[config.mk]
export PLATFORM = sky130hd
export DESIGN_NAME = cpu_regbank
export DESIGN_NICKNAME = d
export VERILOG_FILES = /design/src/rtl/cpu_regbank.sv
export SDC_FILE = /design/constraint.sdc
export NUM_CORES = 1
export LEC_CHECK = 0
export BUFFER_PORTS_ARGS = -buffer_cell sky130_fd_sc_hd__buf_2
export CAP_MARGIN = 20
export CORE_MARGIN = 5
export CORE_UTILIZATION = 56
export CTS_BUF_LIST = sky130_fd_sc_hd__clkbuf_8
export DETAILED_ROUTE_END_ITERATION = 7
export PLACE_DENSITY = 0.75
export SYNTH_ARGS = -nofsm -noshare
export SYNTH_HDL_FRONTEND = slang
export SYNTH_SLANG_ARGS = --single-unit
[constraint.sdc]
create_clock -name clk -period 1.4 [get_ports clk]
set_input_delay 0.07 -clock clk [delete_from_list [all_inputs] [get_ports clk]]
set_output_delay 0.07 -clock clk [all_outputs]
set_load 0.02 [all_outputs]
[src/rtl/cpu_regbank.sv]
module cpu_regbank (
  input  logic        clk,
  input  logic        rst_n,
  input  logic        flag_we,
  input  logic        emu_in,
  input  logic        m_in,
  input  logic        x_in,
  input  logic        ld_en,
  input  logic [2:0]  ld_sel,
  input  logic [15:0] ld_data,
  input  logic        xfer_en,
  input  logic [2:0]  xfer_src,
  input  logic [2:0]  xfer_dst,
  input  logic        swap_ab,
  input  logic [2:0]  rd_sel,
  output logic [15:0] rd_data,
  output logic [1:0]  rd_bytes,
  output logic        emu,
  output logic        acc_narrow,
  output logic        idx_narrow
);
  localparam logic [2:0] SEL_ACC = 3'd0, SEL_IX = 3'd1, SEL_IY = 3'd2, SEL_SP = 3'd3,
                         SEL_DP = 3'd4, SEL_DB = 3'd5, SEL_PB = 3'd6;
  localparam logic [15:0] SP_RESET = 16'h01FF;

  logic [7:0]  acc_lo, acc_hi, dbank, pbank;
  logic [15:0] ix_r, iy_r, sp_r, dp_r;
  logic        emu_r, mflag, xflag;

  assign emu        = emu_r;
  assign acc_narrow = emu_r | mflag;
  assign idx_narrow = emu_r | xflag;

  function automatic logic [15:0] full_val(input logic [2:0] s);
    case (s)
      SEL_ACC: full_val = {acc_hi, acc_lo};
      SEL_IX:  full_val = ix_r;
      SEL_IY:  full_val = iy_r;
      SEL_SP:  full_val = sp_r;
      SEL_DP:  full_val = dp_r;
      SEL_DB:  full_val = {8'h00, dbank};
      SEL_PB:  full_val = {8'h00, pbank};
      default: full_val = {14'b0, acc_narrow, idx_narrow};
    endcase
  endfunction

  logic        wr_en;
  logic [2:0]  wr_sel;
  logic [15:0] wr_val, idx_val, ix_wr, iy_wr, ix_nx, iy_nx;
  logic        idx_narrow_nx;

  assign wr_en   = xfer_en | ld_en;
  assign wr_sel  = xfer_en ? xfer_dst : ld_sel;
  assign wr_val  = xfer_en ? full_val(xfer_src) : ld_data;
  assign idx_val = idx_narrow ? {8'h00, wr_val[7:0]} : wr_val;
  assign ix_wr   = (wr_en && wr_sel == SEL_IX) ? idx_val : ix_r;
  assign iy_wr   = (wr_en && wr_sel == SEL_IY) ? idx_val : iy_r;
  assign idx_narrow_nx = flag_we ? (emu_in | x_in) : idx_narrow;
  assign ix_nx   = idx_narrow_nx ? {8'h00, ix_wr[7:0]} : ix_wr;
  assign iy_nx   = idx_narrow_nx ? {8'h00, iy_wr[7:0]} : iy_wr;

  always_comb begin
    rd_data = full_val(rd_sel);
    if (rd_sel == SEL_ACC && acc_narrow) rd_data = {8'h00, acc_lo};
    case (rd_sel)
      SEL_ACC:       rd_bytes = acc_narrow ? 2'd1 : 2'd2;
      SEL_IX, SEL_IY: rd_bytes = idx_narrow ? 2'd1 : 2'd2;
      SEL_SP, SEL_DP: rd_bytes = 2'd2;
      default:       rd_bytes = 2'd1;
    endcase
  end

  always_ff @(posedge clk) begin
    if (!rst_n) begin
      emu_r <= 1'b1; mflag <= 1'b1; xflag <= 1'b1;
      acc_lo <= '0; acc_hi <= '0; ix_r <= '0; iy_r <= '0;
      sp_r <= SP_RESET; dp_r <= '0; dbank <= '0; pbank <= '0;
    end else begin
      if (flag_we) begin
        emu_r <= emu_in; mflag <= m_in; xflag <= x_in;
      end
      ix_r <= ix_nx;
      iy_r <= iy_nx;
      if (wr_en) begin
        case (wr_sel)
          SEL_ACC: begin
            acc_lo <= wr_val[7:0];
            if (!acc_narrow) acc_hi <= wr_val[15:8];
          end
          SEL_SP:  sp_r  <= wr_val;
          SEL_DP:  dp_r  <= wr_val;
          SEL_DB:  dbank <= wr_val[7:0];
          SEL_PB:  pbank <= wr_val[7:0];
          default: ;
        endcase
      end else if (swap_ab) begin
        acc_lo <= acc_hi;
        acc_hi <= acc_lo;
      end
    end
  end
endmodule


==> impl_metrics.py, run 1 <==
metrics = {
    "clocking": {
        "cts.htree.levels": 3,
        "numCtsBuffers": 9,
        "cts_tree": "built",
        "path_clk_slew_ns": 0.09,
        "clk_path_buf_depth": 2,
        "cts.sinks": 99,
        "root_buffer": "clkbuf_8",
        "clock_latency_ns": 0.40,
    },
    "sta": {
        "tightest_slew_ns": 0.4858,
        "rsz0062_at_grt": "yes",
        "relSlewSlack": 0.6727,
        "period_share": 1.280,
        "final.setup.tns_ns": -8.854,
        "fin_skew_ns": 0.01243,
        "slew_viol_final": 0,
        "hold_viol": 0,
        "hold_slack_ns": 0.02922,
        "setup_ws_ns": -0.3921,
        "fmax_mhz": 558.0,
        "setup_viol": 67,
        "final.min_clock_period_ns": 1.792,
    },
    "placed_design": {
        "io_buffers": 57,
        "gp_congestion": 1.017,
        "placed_area_mm2": 0.007284,
        "dp.final_hpwl_um": 15530,
    },
    "floorplan": {
        "rows": 37,
        "start_util": 0.5692,
        "io_pins": 58,
        "die_x_um": 112.0,
        "die_h_um": 112.0,
        "die_area_mm2": 0.01254,
        "core_mm2": 0.01023,
    },
    "pwr": {
        "sw_frac_of_total": 0.3082,
        "p_comb_frac": 0.257,
        "net-switching-power_w": 0.002213,
        "p_leak_nw": 3.455,
        "seqPwrFrac": 0.420,
        "p_total_w": 0.007179,
        "cellPowerDensity_mw_per_mm2": 825.6,
        "p_clk_frac": 0.323,
        "ir_drop_uv": 920.3,
        "power.internal_w": 0.004966,
    },
    "yosys": {
        "yosysWarnings": 0,
        "yosysSeqAreaShare": 0.3404,
        "synthFlopType": "dfxtp_1",
        "ys_ff_latch": 99,
        "yosysUniqueCellTypes": 69,
        "synth_cells": 688,
        "synth_edf_count": 0,
        "async_flop_share": 0,
        "synthesis.area_mm2": 0.005823,
        "postSynthNetCount": 725,
        "syn_avg_cell_area_um2": 8.464,
    },
    "final_layout": {
        "nets": 920,
        "area_growth_pct": 49.33,
        "diodes": 0,
        "multi_input_area_mm2": 0.004263,
        "final_util": 0.8499,
        "post-route-cell-area_mm2": 0.008696,
        "nFillCells": 559,
        "drive_gt1_frac": 0.5214,
        "seqCellArea_mm2": 0.002038,
    },
    "setup_path": {
        "startpoint": "emu$_SDFFE_PN1P_",
        "worstPathArrival_ns": 1.72,
        "cp_data_required_time_ns": 1.33,
        "rr_startpoint": "ix_r[2]$_SDFFE_PN0P_",
        "path_class": "flip-flop to output port",
        "startpoint_type": "flip-flop",
        "end_kind": "output port",
        "critPathMaxFanout": 4,
    },
    "drt": {
        "num_vias": 7000,
        "avgRoutedWirePerCell_um": 23.95,
        "drtPass1Iterations": 6,
        "vias_per_cell": 6.836,
        "drcViolationCount": 0,
        "drt_iter0_drc": 774,
        "postRouteAntennaNets": 0,
        "drt_wl_total_um": 24520,
    },
    "hold_path": {
        "hold_class": "input port to flip-flop",
        "min_from": "ld_data[8]",
    },
    "run": {
        "maxCapViolCount": 0,
    },
    "global_routing": {
        "grt-ovfl-total": 0,
        "track_usage": 0.3526,
        "grt_pass1_wl_um": 35200,
        "grt_start_max_net_pins": 39,
        "first_global_vias": 6643,
        "antenna_found_initial": 0,
    },
    "status": {
        "status": "finished, violations left",
        "violations": "negative setup slack",
    },
}
sequential cells by signal, summed over array words and instances (netlist names):
signal	count
acc_hi	8
acc_lo	8
dbank	8
dp_r	16
emu	1
ix_r	16
iy_r	16
mflag	1
pbank	8
sp_r	16
xflag	1
what timing repair did:
item / CTS / global route
setup endpoints to repair: 79 / 111
endpoints found under the hold margin: 6 / 0
buffers inserted: 15 / 15
gates resized for setup: 95 / 140
gates cloned: 0 / 0
hold buffers: 9 / 0
pin swaps: 43 / 67
area by class of cell:
| cell class | count | share of cell area |
|---|---|---|
| Sequential cell | 99 | 0.2344 |
| Timing Repair Buffer | 238 | 0.2180 |
| Multi-Input combinational cell | 515 | 0.4902 |
| Tap cell | 136 | 0.01957 |
| Clock inverter | 6 | 0.01295 |
| Inverter | 20 | 0.009065 |
| Clock buffer | 10 | 0.01583 |
worst max-delay path, stage by stage, from the launching register on:
cell and delay, ns:
dfxtp_4 0.40, nor2_4 0.04, buf_4 0.15, a32oi_4 0.23
o221ai_2 0.14, a21oi_2 0.21, buf_6 0.16
final timing paths:
| path | endpoint | slack, ns | cells past startpoint |
|---|---|---|---|
| worst max-delay path | rd_data[0] | -0.39 | 6 |
| worst max register to register | sp_r[2]$_SDFFE_PN1P_ | -0.24 | 5 |
| worst min-delay path | sp_r[8]$_SDFFE_PN1P_ | 0.03 | 3 |
| worst min register to register | ix_r[9]$_SDFFE_PP0P_ | 0.49 | 1 |
logic make-up (layout without fill, tap and decap cells):
kind of cell / count (synthesis) / in the layout / share of synthesized area
simple gates: 175 / 175 / 0.1455
buf+inv: 74 / 274 / 0.06102
flops: 99 / 99 / 0.3404
mux: 66 / 66 / 0.1302
compound gates: 274 / 274 / 0.3229
per-stage QoR:
stage	setup WS, ns	instances
finish	-0.3921	1024
global route	-0.4446	1024
CTS	-0.3040	1016
detailed placement	-0.2661	976
global placement	-0.2410	976
floorplan	-0.04630	688
synth_stat cells, types with 6 or more instances:
library cell / count / area (µm²)
dfxtp_1: 99 / 1982
a21oi_1: 70 / 350.3
o21ai_0: 56 / 280.3
nor2_1: 51 / 191.4
nand2_1: 50 / 187.7
mux2_2: 33 / 371.6
mux2i_1: 27 / 270.3
a22oi_1: 24 / 180.2
buf_2: 20 / 100.1
nand3_1: 20 / 100.1
clkbuf_1: 19 / 71.32
inv_1: 17 / 63.81
a22o_1: 16 / 140.1
o21a_1: 12 / 90.09
nor3_1: 10 / 50.05
o21ai_1: 10 / 50.05
o221ai_1: 9 / 78.83
a221oi_1: 8 / 70.07
a31oi_1: 8 / 50.05
a32o_1: 8 / 80.08
a211oi_1: 7 / 52.55
and2_1: 7 / 43.79
o22ai_1: 7 / 43.79
buf_1: 6 / 22.52
nor2b_1: 6 / 37.54
o22a_1: 6 / 52.55
cell usage in the layout (no fill, tap or decap), drive strengths merged, types with 9 or more instances in the layout:
cell type and instances:
a21oi 74, a221oi 11, a22o 16, a22oi 24, a31oi 11, buf 229, clkbuf 10, dfxtp 99
dlygate4sd3 9, inv 18, mux2 35, mux2i 27, nand2 50, nand3 20, nor2 56, nor3 13
o21a 12, o21ai 66, o221ai 9, o22ai 9
power by group through the flow:
stage          logic, W  clock network [W]  registers [W]
5_1_grt         0.00192            0.00243        0.00302
3_3_place_gp    0.00137                  0        0.00305
6_report        0.00185            0.00232        0.00301
4_1_cts         0.00157            0.00231        0.00300
2_1_floorplan  0.000796                  0        0.00304
3_5_place_dp    0.00141                  0        0.00306
per-layer routing:
layer,vias up,track usage,part of all wire
met5,-,0,0
met4,0,0.1811,0.069
met3,161,0.09891,0.11
met2,581,0.5655,0.46
met1,3286,0.4327,0.36
li1,2972,-,-
Note: power is estimated with default switching activity, not from simulation.
==> inputs of run 2 (changes only) <==
CORE_ASPECT_RATIO = 0.8   (was unset)
==> run 2 against run 1 <==
The run still ends with negative setup slack left; via count is 1.8% higher; global-route usage is 0.89 points higher; clock skew is 0.0021 ns lower; critical path type unchanged; critical endpoint unchanged; largest power group unchanged; highest routed layer unchanged.
==> impl_metrics.py, run 2 (synthesis gave the netlist of run 1 again) <==
metrics = {
    "status": {
        "status": "finished, violations left",
        "violations": "negative setup slack",
    },
    "pwr": {
        "sw_frac_of_total": 0.3235,
        "cellPowerDensity_mw_per_mm2": 805.6,
        "p_total_w": 0.006903,
        "p_clk_frac": 0.296,
        "net-switching-power_w": 0.002233,
        "p_leak_nw": 3.336,
        "ir_drop_uv": 628.6,
        "p_comb_frac": 0.268,
        "seqPwrFrac": 0.436,
        "power.internal_w": 0.004670,
    },
    "drt": {
        "postRouteAntennaNets": 0,
        "num_vias": 7129,
        "avgRoutedWirePerCell_um": 25.67,
        "drt_wl_total_um": 25900,
        "drcViolationCount": 0,
        "drt_iter0_drc": 1141,
        "drtPass1Iterations": 6,
        "vias_per_cell": 7.065,
    },
    "final_layout": {
        "final_util": 0.8403,
        "final_common_cell": "buf_4",
        "mostFrequentLayoutCells": "140 x buf_4, 70 x dfxtp_1, 48 x nand2_1, 48 x o21ai_0, 41 x nor2_1",
        "diodes": 0,
        "area_growth_pct": 47.16,
        "nets": 902,
        "stdcell_count": 1009,
        "drive_gt1_frac": 0.4994,
    },
    "setup_path": {
        "startpoint_type": "flip-flop",
        "endpoint": "rd_data[0]",
        "slowest_stage": "dfxtp_4",
        "end_kind": "output port",
        "cp.depth": 6,
        "startpoint": "emu$_SDFFE_PN1P_",
        "cp_data_required_time_ns": 1.33,
        "path_class": "flip-flop to output port",
        "rr_startpoint": "emu$_SDFFE_PN1P_",
        "rr_worst_depth": 6,
        "cp.buffers_inverters": 2,
        "slowest_delay_ns": 0.38,
        "crit_family": "compound AO/OA/AOI/OAI gates",
        "critPathMaxFanout": 3,
        "path_cells": "nor2_4 -> inv_2 -> a32oi_2 -> o221ai_2 -> a21oi_2 -> buf_4",
        "r2r_end": "acc_lo[0]$_SDFFE_PN0P_",
        "reg2reg_slack_ns": -0.23,
        "worstPathArrival_ns": 1.82,
    },
    "global_routing": {
        "antenna_found_initial": 0,
        "first_global_vias": 6758,
        "grt-ovfl-total": 0,
        "track_usage": 0.3616,
        "grt_start_max_net_pins": 63,
        "grt_pass1_wl_um": 35160,
    },
    "placed_design": {
        "dp.cells": 970,
        "gp_congestion": 0.9792,
        "pre_cts_ws_ns": -0.2665,
        "io_buffers": 57,
        "dp.final_hpwl_um": 15350,
    },
    "floorplan": {
        "rows": 33,
        "io_pins": 58,
        "die_h_um": 101.2,
        "die_area_mm2": 0.01255,
        "start_util": 0.5710,
        "core_mm2": 0.01020,
        "die_x_um": 124.0,
    },
    "clocking": {
        "cts_tree": "built",
        "numCtsBuffers": 9,
        "clk_path_buf_depth": 2,
        "cts.htree.levels": 3,
        "cts.sinks": 99,
        "clock_latency_ns": 0.39,
        "path_clk_slew_ns": 0.11,
        "root_buffer": "clkbuf_8",
    },
    "sta": {
        "fmax_mhz": 528.8,
        "hold_viol": 0,
        "fin_skew_ns": 0.01028,
        "rsz0062_at_grt": "yes",
        "relSlewSlack": 0.6457,
        "setup_viol": 78,
        "final.setup.tns_ns": -9.208,
        "slew_viol_final": 0,
        "final.min_clock_period_ns": 1.891,
        "period_share": 1.351,
        "tightest_slew_ns": 0.5283,
        "setup_ws_ns": -0.4912,
    },
    "run": {
        "maxCapViolCount": 0,
    },
    "hold_path": {
        "hold_class": "input port to flip-flop",
    },
}
==> run 2: cell types whose count changed in the layout (fill, tap and decap cells not counted), sizes merged <==
cell / previous run / this run
clkinv: 4 / 2
bufinv: 3 / 1
dlygate4sd3: 9 / 5
buf: 229 / 213
clkbuf: 10 / 14
inv: 18 / 19
==> run 2: worst min-delay path by stage <==
stage | start | end | cells after the start
global placement | m_in | mflag$_SDFFE_PN1P_ | 3
finish | ld_data[1] | sp_r[1]$_SDFFE_PN1P_ | 3
detailed placement | m_in | mflag$_SDFFE_PN1P_ | 3
CTS | ld_data[1] | sp_r[1]$_SDFFE_PN1P_ | 3
floorplan | emu_in | emu$_SDFFE_PN1P_ | 2
global route | ld_data[1] | sp_r[1]$_SDFFE_PN1P_ | 3
==> run 2: power groups by stage <==
stage	sequential [W]	clock, W	combinational (W)
after floorplan	0.00304	0	0.000796
after global placement	0.00305	0	0.00135
after detailed placement	0.00305	0	0.00139
after CTS	0.00299	0.00201	0.00152
after global routing	0.00302	0.00216	0.00192
final	0.00301	0.00204	0.00185
==> run 2: layout make-up <==
cell class                 count  area (µm²)
clock buffer                  12       165.2
clock inverter                 3       46.29
fill                         556        1629
inverter                      20       77.57
multi-input combinational    515        4233
sequential                    99        2026
tap                          140       175.2
timing repair buffer         220        1847
==> run 2: repair_timing <==
action | in CTS | in global routing
cloned | 0 | 2
endpoints found under the hold margin | 4 | 0
hold buffers | 5 | 0
resized for setup | 89 | 128
setup endpoints to repair | 81 | 102
pin swaps | 31 | 53
buffers inserted | 8 | 11
==> run 2: per-stage QoR <==
stage                     instance area [µm²]  hold WS, ns
final                                    8569     0.007022
after global routing                     8569     0.004719
after CTS                                7921     0.005381
after detailed placement                 7239       0.2993
after global placement                   7239       0.2928
after floorplan                          5876       0.1984
==> run 2: worst reg2reg max path, cell delays in order (launching register included) <==
cell	delay, ns
dfxtp_4	0.40
nor2_4	0.06
buf_4	0.13
buf_6	0.11
a31oi_4	0.26
a31oi_1	0.16
o31ai_1	0.38
==> run 2: per-layer routing <==
metal  vias to the layer above  global-route usage  share of wire
li1                       2935                   -              -
met1                      3329              0.4617           0.35
met2                       655              0.5791           0.44
met3                       210             0.07984           0.13
met4                         0              0.1810          0.073
met5                         -                   0              0
==> inputs of run 3 (changes only) <==
MAX_ROUTING_LAYER = met4   (was unset)
==> run 3 against run 2 <==
The flow still finishes with violations (negative setup slack); total power increased by 2.0%; clock skew rose by 0.0011 ns; non-clock buffer count rose by 3; first-iteration DRC count down 24%; critical endpoint is now rd_data[4]; largest cell class unchanged; largest power group unchanged.
==> impl_metrics.py, run 3 (synthesis gave the netlist of run 1 again) <==
metrics = {
    "placed_design": {
        "gp_congestion": 0.9922,
        "placed_area_mm2": 0.007237,
        "dp.cells": 973,
        "io_buffers": 57,
        "pre_cts_ws_ns": -0.2707,
        "dp.final_hpwl_um": 15340,
    },
    "sta": {
        "period_share": 1.238,
        "setup_viol": 48,
        "slew_viol_final": 0,
        "relSlewSlack": 0.6848,
        "final.min_clock_period_ns": 1.733,
        "final.setup.tns_ns": -5.636,
        "hold_viol": 0,
        "tightest_slew_ns": 0.4723,
        "setup_ws_ns": -0.3325,
        "fmax_mhz": 577.2,
        "fin_skew_ns": 0.01133,
        "rsz0062_at_grt": "yes",
    },
    "pwr": {
        "ir_drop_uv": 1071,
        "p_comb_frac": 0.253,
        "cellPowerDensity_mw_per_mm2": 826.2,
        "power.internal_w": 0.004875,
        "sw_frac_of_total": 0.3075,
        "seqPwrFrac": 0.428,
        "p_clk_frac": 0.319,
        "net-switching-power_w": 0.002165,
        "p_leak_nw": 3.340,
    },
    "global_routing": {
        "first_global_vias": 6617,
        "track_usage": 0.3636,
        "antenna_found_initial": 0,
        "grt_pass1_wl_um": 34220,
        "grt-ovfl-total": 0,
        "grt_start_max_net_pins": 60,
    },
    "floorplan": {
        "core_mm2": 0.01020,
        "rows": 33,
        "die_h_um": 101.2,
        "io_pins": 58,
        "die_area_mm2": 0.01255,
        "start_util": 0.5710,
        "die_x_um": 124.0,
    },
    "setup_path": {
        "cp_data_required_time_ns": 1.33,
        "path_cells": "buf_6 -> mux2_4 -> a22oi_2 -> o22ai_1 -> a41o_1 -> buf_6",
        "critPathMaxFanout": 2,
        "slowest_stage": "dfxtp_2",
        "slowest_delay_ns": 0.33,
        "path_class": "flip-flop to output port",
        "reg2reg_slack_ns": -0.23,
        "startpoint": "ix_r[4]$_SDFFE_PN0P_",
        "startpoint_type": "flip-flop",
        "crit_top_cell": "buf_6",
        "worstPathArrival_ns": 1.66,
        "end_kind": "output port",
        "rr_startpoint": "ix_r[2]$_SDFFE_PN0P_",
        "crit_family": "compound AO/OA/AOI/OAI gates",
        "cp.buffers_inverters": 2,
        "cp.depth": 6,
        "rr_worst_depth": 5,
    },
    "drt": {
        "avgRoutedWirePerCell_um": 23.85,
        "postRouteAntennaNets": 0,
        "vias_per_cell": 6.873,
        "num_vias": 6955,
        "drt_wl_total_um": 24140,
        "drtPass1Iterations": 6,
        "drcViolationCount": 0,
        "drt_iter0_drc": 867,
    },
    "clocking": {
        "root_buffer": "clkbuf_8",
        "cts.sinks": 99,
        "cts.htree.levels": 3,
        "clk_path_buf_depth": 2,
        "numCtsBuffers": 9,
        "path_clk_slew_ns": 0.10,
        "cts_tree": "built",
        "clock_latency_ns": 0.39,
    },
    "status": {
        "status": "finished, violations left",
        "violations": "negative setup slack",
    },
    "final_layout": {
        "post-route-cell-area_mm2": 0.008522,
        "mostFrequentLayoutCells": "146 x buf_4, 68 x dfxtp_1, 47 x nand2_1, 47 x o21ai_0, 42 x nor2_1",
        "seqCellArea_mm2": 0.002026,
        "area_growth_pct": 46.35,
        "multi_input_area_mm2": 0.004219,
        "diodes": 0,
        "nets": 905,
        "drive_gt1_frac": 0.4977,
        "stdcell_count": 1012,
        "nFillCells": 582,
        "final_common_cell": "buf_4",
    },
    "run": {
        "maxCapViolCount": 0,
    },
    "hold_path": {
        "min_from": "flag_we",
        "holdPathStages": 3,
        "hold_class": "input port to flip-flop",
    },
}
[run 3: worst reg2reg max path, stage by stage, from the launching register on]
cell and delay (ns):
dfxtp_2 0.35, mux2_4 0.28, a221o_1 0.31, and3_4 0.19
a21oi_4 0.24, a31oi_1 0.14
[run 3: final timing paths]
path / to
setup / recovery: rd_data[4]
hold / removal: emu$_SDFFE_PN1P_
hold reg to reg: ix_r[9]$_SDFFE_PP0P_
setup reg to reg: sp_r[2]$_SDFFE_PN1P_
[run 3: what timing repair did]
action | 4_1_cts | 5_1_grt
hold buffers | 6 | 0
setup endpoints to repair | 79 | 106
resized for setup | 94 | 114
hold endpoints to repair | 5 | 0
buffers inserted | 9 | 11
pin swaps | 23 | 55
[run 3: power by group through the flow]
stage / clock network [W] / logic, W / registers (W)
3_3_place_gp: 0 / 0.00136 / 0.00305
3_5_place_dp: 0 / 0.00139 / 0.00306
4_1_cts: 0.00225 / 0.00153 / 0.00299
5_1_grt: 0.00236 / 0.00186 / 0.00302
6_report: 0.00225 / 0.00178 / 0.00301
2_1_floorplan: 0 / 0.000796 / 0.00304
[run 3: area by class of cell]
| type | instances | area share |
|---|---|---|
| multi-input combinational | 515 | 0.4951 |
| clock inverter | 6 | 0.01321 |
| clock buffer | 9 | 0.01454 |
| sequential | 99 | 0.2377 |
| tap | 140 | 0.02055 |
| timing repair buffer | 223 | 0.2101 |
| inverter | 20 | 0.008809 |
[run 3: stage by stage]
step	hold slack, ns	power (W)	utilization
6_report	0.03110	0.007041	0.8356
5_1_grt	0.03627	0.007245	0.8356
4_1_cts	0.002592	0.006772	0.7811
3_5_place_dp	0.3008	0.004445	0.7096
3_3_place_gp	0.2907	0.004407	0.7096
2_1_floorplan	0.1984	0.003835	-
[run 3: routing by layer]
metal / vias to the layer above / routed length [µm] / share of wire / track usage
li1: 2948 / - / - / -
met1: 3273 / 8881 / 0.37 / 0.4653
met2: 572 / 10910 / 0.45 / 0.5609
met3: 162 / 2842 / 0.12 / 0.06868
met4: 0 / 1510 / 0.063 / 0.1625
met5: - / 0 / 0 / -
